`src/rtl/lift_pkg.sv`:
```
package lift_pkg;
  typedef enum logic [1:0] {
    ST_IDLE  = 2'd0,
    ST_UP    = 2'd1,
    ST_DOWN  = 2'd2,
    ST_BLINK = 2'd3
  } lift_state_e;
endpackage

```
`src/rtl/lift_call_pick.sv`:
```
module lift_call_pick #(
  parameter int FLOORS = 5,
  localparam int FW = $clog2(FLOORS)
) (
  input  logic [FLOORS-1:0] req,
  output logic              valid,
  output logic [FW-1:0]     idx
);
  // Scan from the top down so the lowest set bit is written last.
  always_comb begin
    idx = '0;
    for (int i = FLOORS - 1; i >= 0; i--) begin
      if (req[i]) idx = FW'(i);
    end
  end
  assign valid = |req;
endmodule

```
`src/rtl/lift_seg_dec.sv`:
```
module lift_seg_dec #(
  parameter int FW = 3
) (
  input  logic [FW-1:0] digit,
  output logic [6:0]    seg
);
  // bit 6 = a ... bit 0 = g, active high
  always_comb begin
    case (32'(digit))
      0:       seg = 7'b1111110;
      1:       seg = 7'b0110000;
      2:       seg = 7'b1101101;
      3:       seg = 7'b1111001;
      4:       seg = 7'b0110011;
      5:       seg = 7'b1011011;
      6:       seg = 7'b1011111;
      7:       seg = 7'b1110000;
      8:       seg = 7'b1111111;
      9:       seg = 7'b1111011;
      default: seg = 7'b0000000;
    endcase
  end
endmodule

```
`src/rtl/lift_blink_timer.sv`:
```
module lift_blink_timer #(
  parameter int BLINKS = 5,
  localparam int HALVES = 2 * BLINKS,
  localparam int CW = $clog2(HALVES)
) (
  input  logic clk,
  input  logic rst_n,
  input  logic start,
  input  logic active,
  input  logic tick,
  output logic lit,
  output logic done
);
  logic [CW-1:0] cnt_q;

  always_ff @(posedge clk or negedge rst_n) begin
    if (!rst_n)               cnt_q <= '0;
    else if (start)           cnt_q <= '0;
    else if (active && tick)  cnt_q <= cnt_q + 1'b1;
  end

  assign lit  = ~cnt_q[0];
  assign done = active && tick && (cnt_q == CW'(HALVES - 1));
endmodule

```
`src/rtl/lift_motor_ctrl.sv`:
```
module lift_motor_ctrl #(
  parameter int FLOORS = 5,
  parameter int BLINKS = 5,
  localparam int FW = $clog2(FLOORS)
) (
  input  logic              clk,
  input  logic              rst_n,
  input  logic [FLOORS-1:0] cabin_btn,
  input  logic [FLOORS-1:0] hall_btn,
  input  logic [FW-1:0]     cur_floor,
  input  logic              at_floor,
  input  logic              step_tap,
  input  logic              half_sec_tick,
  output logic [1:0]        motor,
  output logic              sleep,
  output logic [6:0]        seg,
  output logic [1:0]        status
);
  import lift_pkg::*;

  lift_state_e   state_q, state_d;
  logic [FW-1:0] target_q;
  logic          pick_valid;
  logic [FW-1:0] pick_idx;
  logic          blink_lit, blink_done, enter_blink;
  logic [6:0]    digit_seg;
  logic          moving;

  lift_call_pick #(.FLOORS(FLOORS)) u_pick (
    .req   (cabin_btn | hall_btn),
    .valid (pick_valid),
    .idx   (pick_idx)
  );

  always_comb begin
    state_d = state_q;
    case (state_q)
      ST_IDLE: if (pick_valid) begin
        if (pick_idx > cur_floor)      state_d = ST_UP;
        else if (pick_idx < cur_floor) state_d = ST_DOWN;
        else                           state_d = ST_BLINK;
      end
      ST_UP, ST_DOWN:
        if (at_floor && cur_floor == target_q) state_d = ST_BLINK;
      ST_BLINK: if (blink_done) state_d = ST_IDLE;
      default: state_d = ST_IDLE;
    endcase
  end

  assign enter_blink = (state_q != ST_BLINK) && (state_d == ST_BLINK);

  always_ff @(posedge clk or negedge rst_n) begin
    if (!rst_n) begin
      state_q  <= ST_IDLE;
      target_q <= '0;
    end else begin
      state_q <= state_d;
      if (state_q == ST_IDLE && pick_valid) target_q <= pick_idx;
    end
  end

  lift_blink_timer #(.BLINKS(BLINKS)) u_blink (
    .clk    (clk),
    .rst_n  (rst_n),
    .start  (enter_blink),
    .active (state_q == ST_BLINK),
    .tick   (half_sec_tick),
    .lit    (blink_lit),
    .done   (blink_done)
  );

  lift_seg_dec #(.FW(FW)) u_dec (
    .digit (cur_floor),
    .seg   (digit_seg)
  );

  assign moving = (state_q == ST_UP) || (state_q == ST_DOWN);
  assign sleep  = moving;
  assign motor  = {moving & step_tap, state_q == ST_DOWN};
  assign seg    = (state_q == ST_BLINK && !blink_lit) ? 7'b0 : digit_seg;
  assign status = state_q;
endmodule

```
`config.mk`:
```
export PLATFORM = sky130hd
export DESIGN_NAME = lift_motor_ctrl
export DESIGN_NICKNAME = d
export VERILOG_FILES = /design/src/rtl/lift_pkg.sv /design/src/rtl/lift_call_pick.sv /design/src/rtl/lift_seg_dec.sv /design/src/rtl/lift_blink_timer.sv /design/src/rtl/lift_motor_ctrl.sv
export SDC_FILE = /design/constraint.sdc
export NUM_CORES = 1
export LEC_CHECK = 0
export BUFFER_PORTS_ARGS = -buffer_cell sky130_fd_sc_hd__buf_2
export CAP_MARGIN = 0
export CORE_UTILIZATION = 30
export CTS_CLUSTER_DIAMETER = 50
export DETAILED_ROUTE_END_ITERATION = 10
export PLACE_DENSITY_LB_ADDON = 0.2
export SLEW_MARGIN = 10
export SYNTH_ARGS = -nofsm -noshare
export SYNTH_HDL_FRONTEND = slang
export SYNTH_SLANG_ARGS = --single-unit
```
`constraint.sdc`:
```
create_clock -name clk -period 5 [get_ports clk]
set_input_delay 0.5 -clock clk [delete_from_list [all_inputs] [get_ports clk]]
set_output_delay 0.5 -clock clk [all_outputs]
set_load 0.01 [all_outputs]
```
[Word-level counts from Yosys, hierarchy flattened]
Memory sizes are Yosys's and may differ from the RTL's.
Index checks and enable logic that the tools add are counted.
Word-level totals
  input bits: 18
  memory bits (read-only): 56
  memories kept: 1
  flip-flop bits (word level): 9
  output and inout bits: 12
  word-level logic and storage cells: 41
Memory list
  (no name shown): words 8, width 7, read ports 1, clocked after Yosys merged registers in 0, wr ports 0, line lift_seg_dec.sv:9  | case (32'(digit))
Operators by class
  add/sub/neg operators: 1
  reduce and logical (&&, ||, !) cells: 11
  order comparisons: 2
  bitwise logic cells: 2
  mux-type cells: 14
  equality and inequality tests: 7
Operators with widths (count)
  3-bit two-way mux: 5
  2-bit two-way mux: 4
  4-bit two-way mux: 2
  7-bit two-way mux: 1
  2-bit == test (second input constant): 3
  1-bit logical AND: 6
  2-bit one-hot mux with 3 select lines: 1
  5-bit bitwise OR: 1
  5-bit OR reduction: 1
  4-bit by 1-bit adder with 4-bit output (second input constant): 1
  4-bit == test (second input constant): 1
  3-bit == test: 1
  3-bit > comparator: 1
  3-bit < comparator: 1
  2-bit by 1-bit == test with 1-bit output (second input constant): 1
  2-bit logical NOT: 1
  2-bit inequality test (second input constant): 1
  2-bit nonzero test: 1
  2-bit OR reduction: 1
  1-bit bitwise AND: 1
  1-bit logical OR: 1
  1-bit two-way mux: 1

[Longest topological paths before layout]
  depth in word-level cells: 14
  gate-level depth with buffers: 9
  mapped depth without buffers: 9

[Hierarchy]
Synthesis repeated with hierarchy kept, for this count alone.
Unflattened totals
  cells, all modules: 112
  area, all modules: 937.1 µm²
Modules (own cells, without submodules)
  lift_motor_ctrl: times used 1, cells an instance 63, seq. area each 125.1 µm², area each 535.5 µm²
  lift_blink_timer: times used 1, cells an instance 22, seq. area each 100.1 µm², area each 212.7 µm²
  lift_seg_dec: times used 1, cells an instance 19, seq. area each 0.0 µm², area each 140.1 µm²
  lift_call_pick: times used 1, cells an instance 8, seq. area each 0.0 µm², area each 48.8 µm²

[Worst setup path before layout]
No wires, ideal clock.
  path type: input-to-reg
  start: input hall_btn[2]
  end: register u_blink.cnt_q[0]
  buffers on the path: 0
  data required time: 4.867 ns
  library setup time: 0.133 ns
  arrival time: 2.323 ns
  stages on the path: 9
  slack: 2.544 ns
  cells stage by stage: nor4_4 > nand2_1 > nor2_1 > ha_1 > nor2b_1 > a221oi_1 > o41ai_1 > a2111oi_4 > o21ai_1
Between the ends
  word-level cells in the longest chain between the ends: 12
RTL lines
  start, declared: line lift_motor_ctrl.sv:9  | input logic [FLOORS-1:0] hall_btn,
  5-bit bitwise OR (*): line lift_motor_ctrl.sv:30  | .req (cabin_btn | hall_btn),
  3-bit two-way mux (*) (3 in a row): line lift_call_pick.sv:13  | if (req[i]) idx = FW'(i);
  via pick_idx[2]: line lift_motor_ctrl.sv:24  | logic [FW-1:0] pick_idx;
  3-bit < comparator: line lift_motor_ctrl.sv:40  | else if (pick_idx < cur_floor) state_d = ST_DOWN;
  1-bit two-way mux: line lift_motor_ctrl.sv:40
  2-bit two-way mux (*): line lift_motor_ctrl.sv:39  | if (pick_idx > cur_floor) state_d = ST_UP;
  2-bit two-way mux (*): line lift_motor_ctrl.sv:38  | ST_IDLE: if (pick_valid) begin
  2-bit one-hot mux with 3 select lines (*): line lift_motor_ctrl.sv:37  | case (state_q)
  2-bit == test (*): line lift_motor_ctrl.sv:50  | assign enter_blink = (state_q != ST_BLINK) && (state_d == ST_BLINK);
  1-bit logical AND (*): line lift_motor_ctrl.sv:50
  4-bit two-way mux / 2-bit nonzero test (equally long branches)
  end signal, assigned: line lift_blink_timer.sv:19  | else if (active && tick) cnt_q <= cnt_q + 1'b1;
  end, declared: line lift_blink_timer.sv:14  | logic [CW-1:0] cnt_q;
The timed path passes the listed nets; every way through them passes the cells marked *.
A chain may end at the register's enable or synchronous reset.

[Final worst setup path]
  start: input hall_btn[2]
  end: register u_blink.cnt_q[2]
Same word-level chain as after synthesis.

==> impl_metrics.json <==
{
  "cts_tree": "yes",
  "globalplace.congestion": 0.853,
  "antenna_found_initial": 0,
  "design.core.area_mm2": 0.00283,
  "regToRegEndpoint": "u_blink.cnt_q[2]",
  "finalClockSkew_ns": 0.00632,
  "die_h_um": 57.6,
  "relSlewSlack": 0.570,
  "cp_top_family": "compound AO/OA/AOI/OAI gates",
  "drtAntennaViolNets": 0,
  "fmax_mhz": 391,
  "grtUsageTotal": 0.136,
  "place_area_mm2": 0.00109,
  "vias_per_cell": 5.08,
  "r2r_cells": 7,
  "yosysSeqAreaShare": 0.243,
  "max_cap_violations": 0,
  "row_count": 19,
  "syn_avg_cell_area_um2": 8.90,
  "drt-total-wl_um": 2090,
  "rsz0062_at_grt": "false",
  "clock_latency_ns": 0.27,
  "finalNetCount": 169,
  "vias": 843,
  "wl_per_cell_um": 12.6,
  "hpwl_um": 1680,
  "cts_sinks": 9,
  "cp-end-kind": "flip-flop",
  "hp-class": "in2async",
  "drive_above_1_share": 0.281,
  "grt_max_degree": 10,
  "cts-root-buf": "clkbuf_4",
  "dieArea_mm2": 0.00331,
  "dr.first_iter.drc_count": 27,
  "hold_buffers": 0,
  "clk_pin_slew_ns": 0.07,
  "synth-edff-count": 0,
  "finalCoreUtilization": 0.396,
  "critPathSlowestCell": "a221oi_1",
  "fin_crit_sh": 0.511,
  "synth_cells": 104,
  "synth_ff_type": "dfrtp_1",
  "netlist_area_um2": 926,
  "h-tree-depth": 1,
  "initial_core_util": 0.327,
  "dpl_worst_slack_ns": 2.21,
  "clock_path_buffers": 2,
  "tightest_slew_ns": 0.637,
  "reg2reg_from": "status[1]",
  "timing.final.ws_setup_ns": 2.44,
  "status": "complete, but fails checks",
  "ys_seq_elements": 9,
  "cp_cell_sequence": "buf_2 -> nor4_4 -> nand2_1 -> nor2_1 -> ha_1 -> nor2b_1 -> a221oi_1 -> o41ai_1 -> a2111oi_4 -> o22ai_1",
  "cts_buffers": 3,
  "critPathLaunchType": "input port",
  "ys_warn_count": 0,
  "total_power_mw": 0.480,
  "io_pins": 30,
  "drv_slew": 0,
  "synth.distinct_cells": 36,
  "hold_viol": 0,
  "setup_violations": 0,
  "die_w_um": 57.6,
  "dr.pass1.iters": 9,
  "grt_pass1_vias": 805,
  "required_ns": 5.13,
  "fin_crit_ns": 2.56,
  "overflow": 0,
  "port_buffers": 29,
  "reg2reg_slack_ns": 2.83,
  "power_density_mw_per_mm2": 428,
  "cp_data_arrival_time_ns": 2.69,
  "violations": "design-rule violations",
  "grt_pass1_wl_um": 3480,
  "cp_num_buf_inv": 1,
  "timing.setup.tns_ns": 0,
  "synth_nets": 137,
  "crit_path_max_fanout": 5,
  "crit_type": "in2reg",
  "fin_area_mm2": 0.00112,
  "area.growth.synth_to_final_pct": 21.1,
  "cts_setup_buffers": 0,
  "ir_worst_vdd_mv": 0.250,
  "diodes": 0,
  "critPathMaxStageDelay_ns": 0.41,
  "async_flop_share": 1.00,
  "cts-resized-gates": 0,
  "power_leakage_nw": 0.553,
  "drc": 3
}
[worst max path at each step]
stage / slack [ns] / start / cells past startpoint / endpoint
3_5_place_dp: 2.21 / hall_btn[2] / 10 / u_blink.cnt_q[2]
5_1_grt: 2.23 / hall_btn[2] / 10 / u_blink.cnt_q[2]
4_1_cts: 2.45 / hall_btn[2] / 10 / u_blink.cnt_q[2]
2_1_floorplan: 2.54 / hall_btn[2] / 9 / u_blink.cnt_q[0]
3_3_place_gp: 2.24 / hall_btn[2] / 10 / u_blink.cnt_q[2]
6_report: 2.44 / hall_btn[2] / 10 / u_blink.cnt_q[2]
[cell usage after synthesis (2+ instances only)]
| master | count | area share |
|---|---|---|
| inv_1 | 8 | 0.032 |
| nand2_1 | 10 | 0.041 |
| a221oi_1 | 2 | 0.019 |
| ha_1 | 15 | 0.20 |
| xor2_1 | 4 | 0.038 |
| nor2_1 | 10 | 0.041 |
| o21ai_1 | 3 | 0.016 |
| nor4_4 | 2 | 0.046 |
| and3_1 | 2 | 0.014 |
| nor3_1 | 3 | 0.016 |
| and2_1 | 3 | 0.020 |
| o22ai_1 | 2 | 0.014 |
| dfrtp_1 | 9 | 0.24 |
| a21oi_1 | 9 | 0.049 |
[report_power, final]
| group | leakage [nW] | internal [mW] | switching [mW] |
|---|---|---|---|
| Combinational | 0.420 | 0.125 | 0.162 |
| Sequential | 0.117 | 0.101 | 0.0315 |
| Clock | 0.0150 | 0.0309 | 0.0289 |
| Total | 0.553 | 0.257 | 0.223 |
[flip-flops by register name, indices dropped and copies added (netlist names)]
| register | flops |
|---|---|
| status | 2 |
| target_q | 3 |
| u_blink.cnt_q | 4 |
[kinds of logic (layout without fill, tap and decap cells)]
logic type / Yosys count / count (layout) / synth area share
xor+xnor: 5 / 5 / 0.0473
fa+ha+maj: 15 / 15 / 0.203
compound gates: 27 / 27 / 0.214
simple gates: 38 / 38 / 0.245
flops: 9 / 9 / 0.243
buf+inv: 10 / 41 / 0.0486
[placed cells by master (no fill, tap or decap), drive strengths merged, types with 2 or more instances in the layout]
cell,netlist,layout
a21oi,9,9
a221oi,2,2
and2,3,3
and3,2,2
buf,1,29
clkbuf,1,4
dfrtp,9,9
ha,15,15
inv,8,8
nand2,10,10
nor2,10,10
nor3,3,3
nor4,3,3
o21ai,4,4
o22ai,2,2
or2,2,2
xor2,4,4
[final cells by class]
type                            count  area, um^2
Inverter                            8        30.0
Multi-Input combinational cell     85         656
Sequential cell                     9         225
Fill cell                         289        1710
Timing Repair Buffer               29         145
Tap cell                           31        38.8
Clock buffer                        4        26.3
[per-layer routing]
metal / wire length, um / GRT usage
met3: 90 / 0.0227
met1: 974 / 0.164
met4: 31 / 0.0523
met2: 994 / 0.241
met5: 0 / 0
[through the flow]
stage,hold WS (ns),instances
floorplan,0.204,104
global placement,0.371,162
detailed placement,0.369,162
CTS,0.0770,166
global route,0.0798,166
finish,0.0724,166
(Power assumes the default switching activity.)
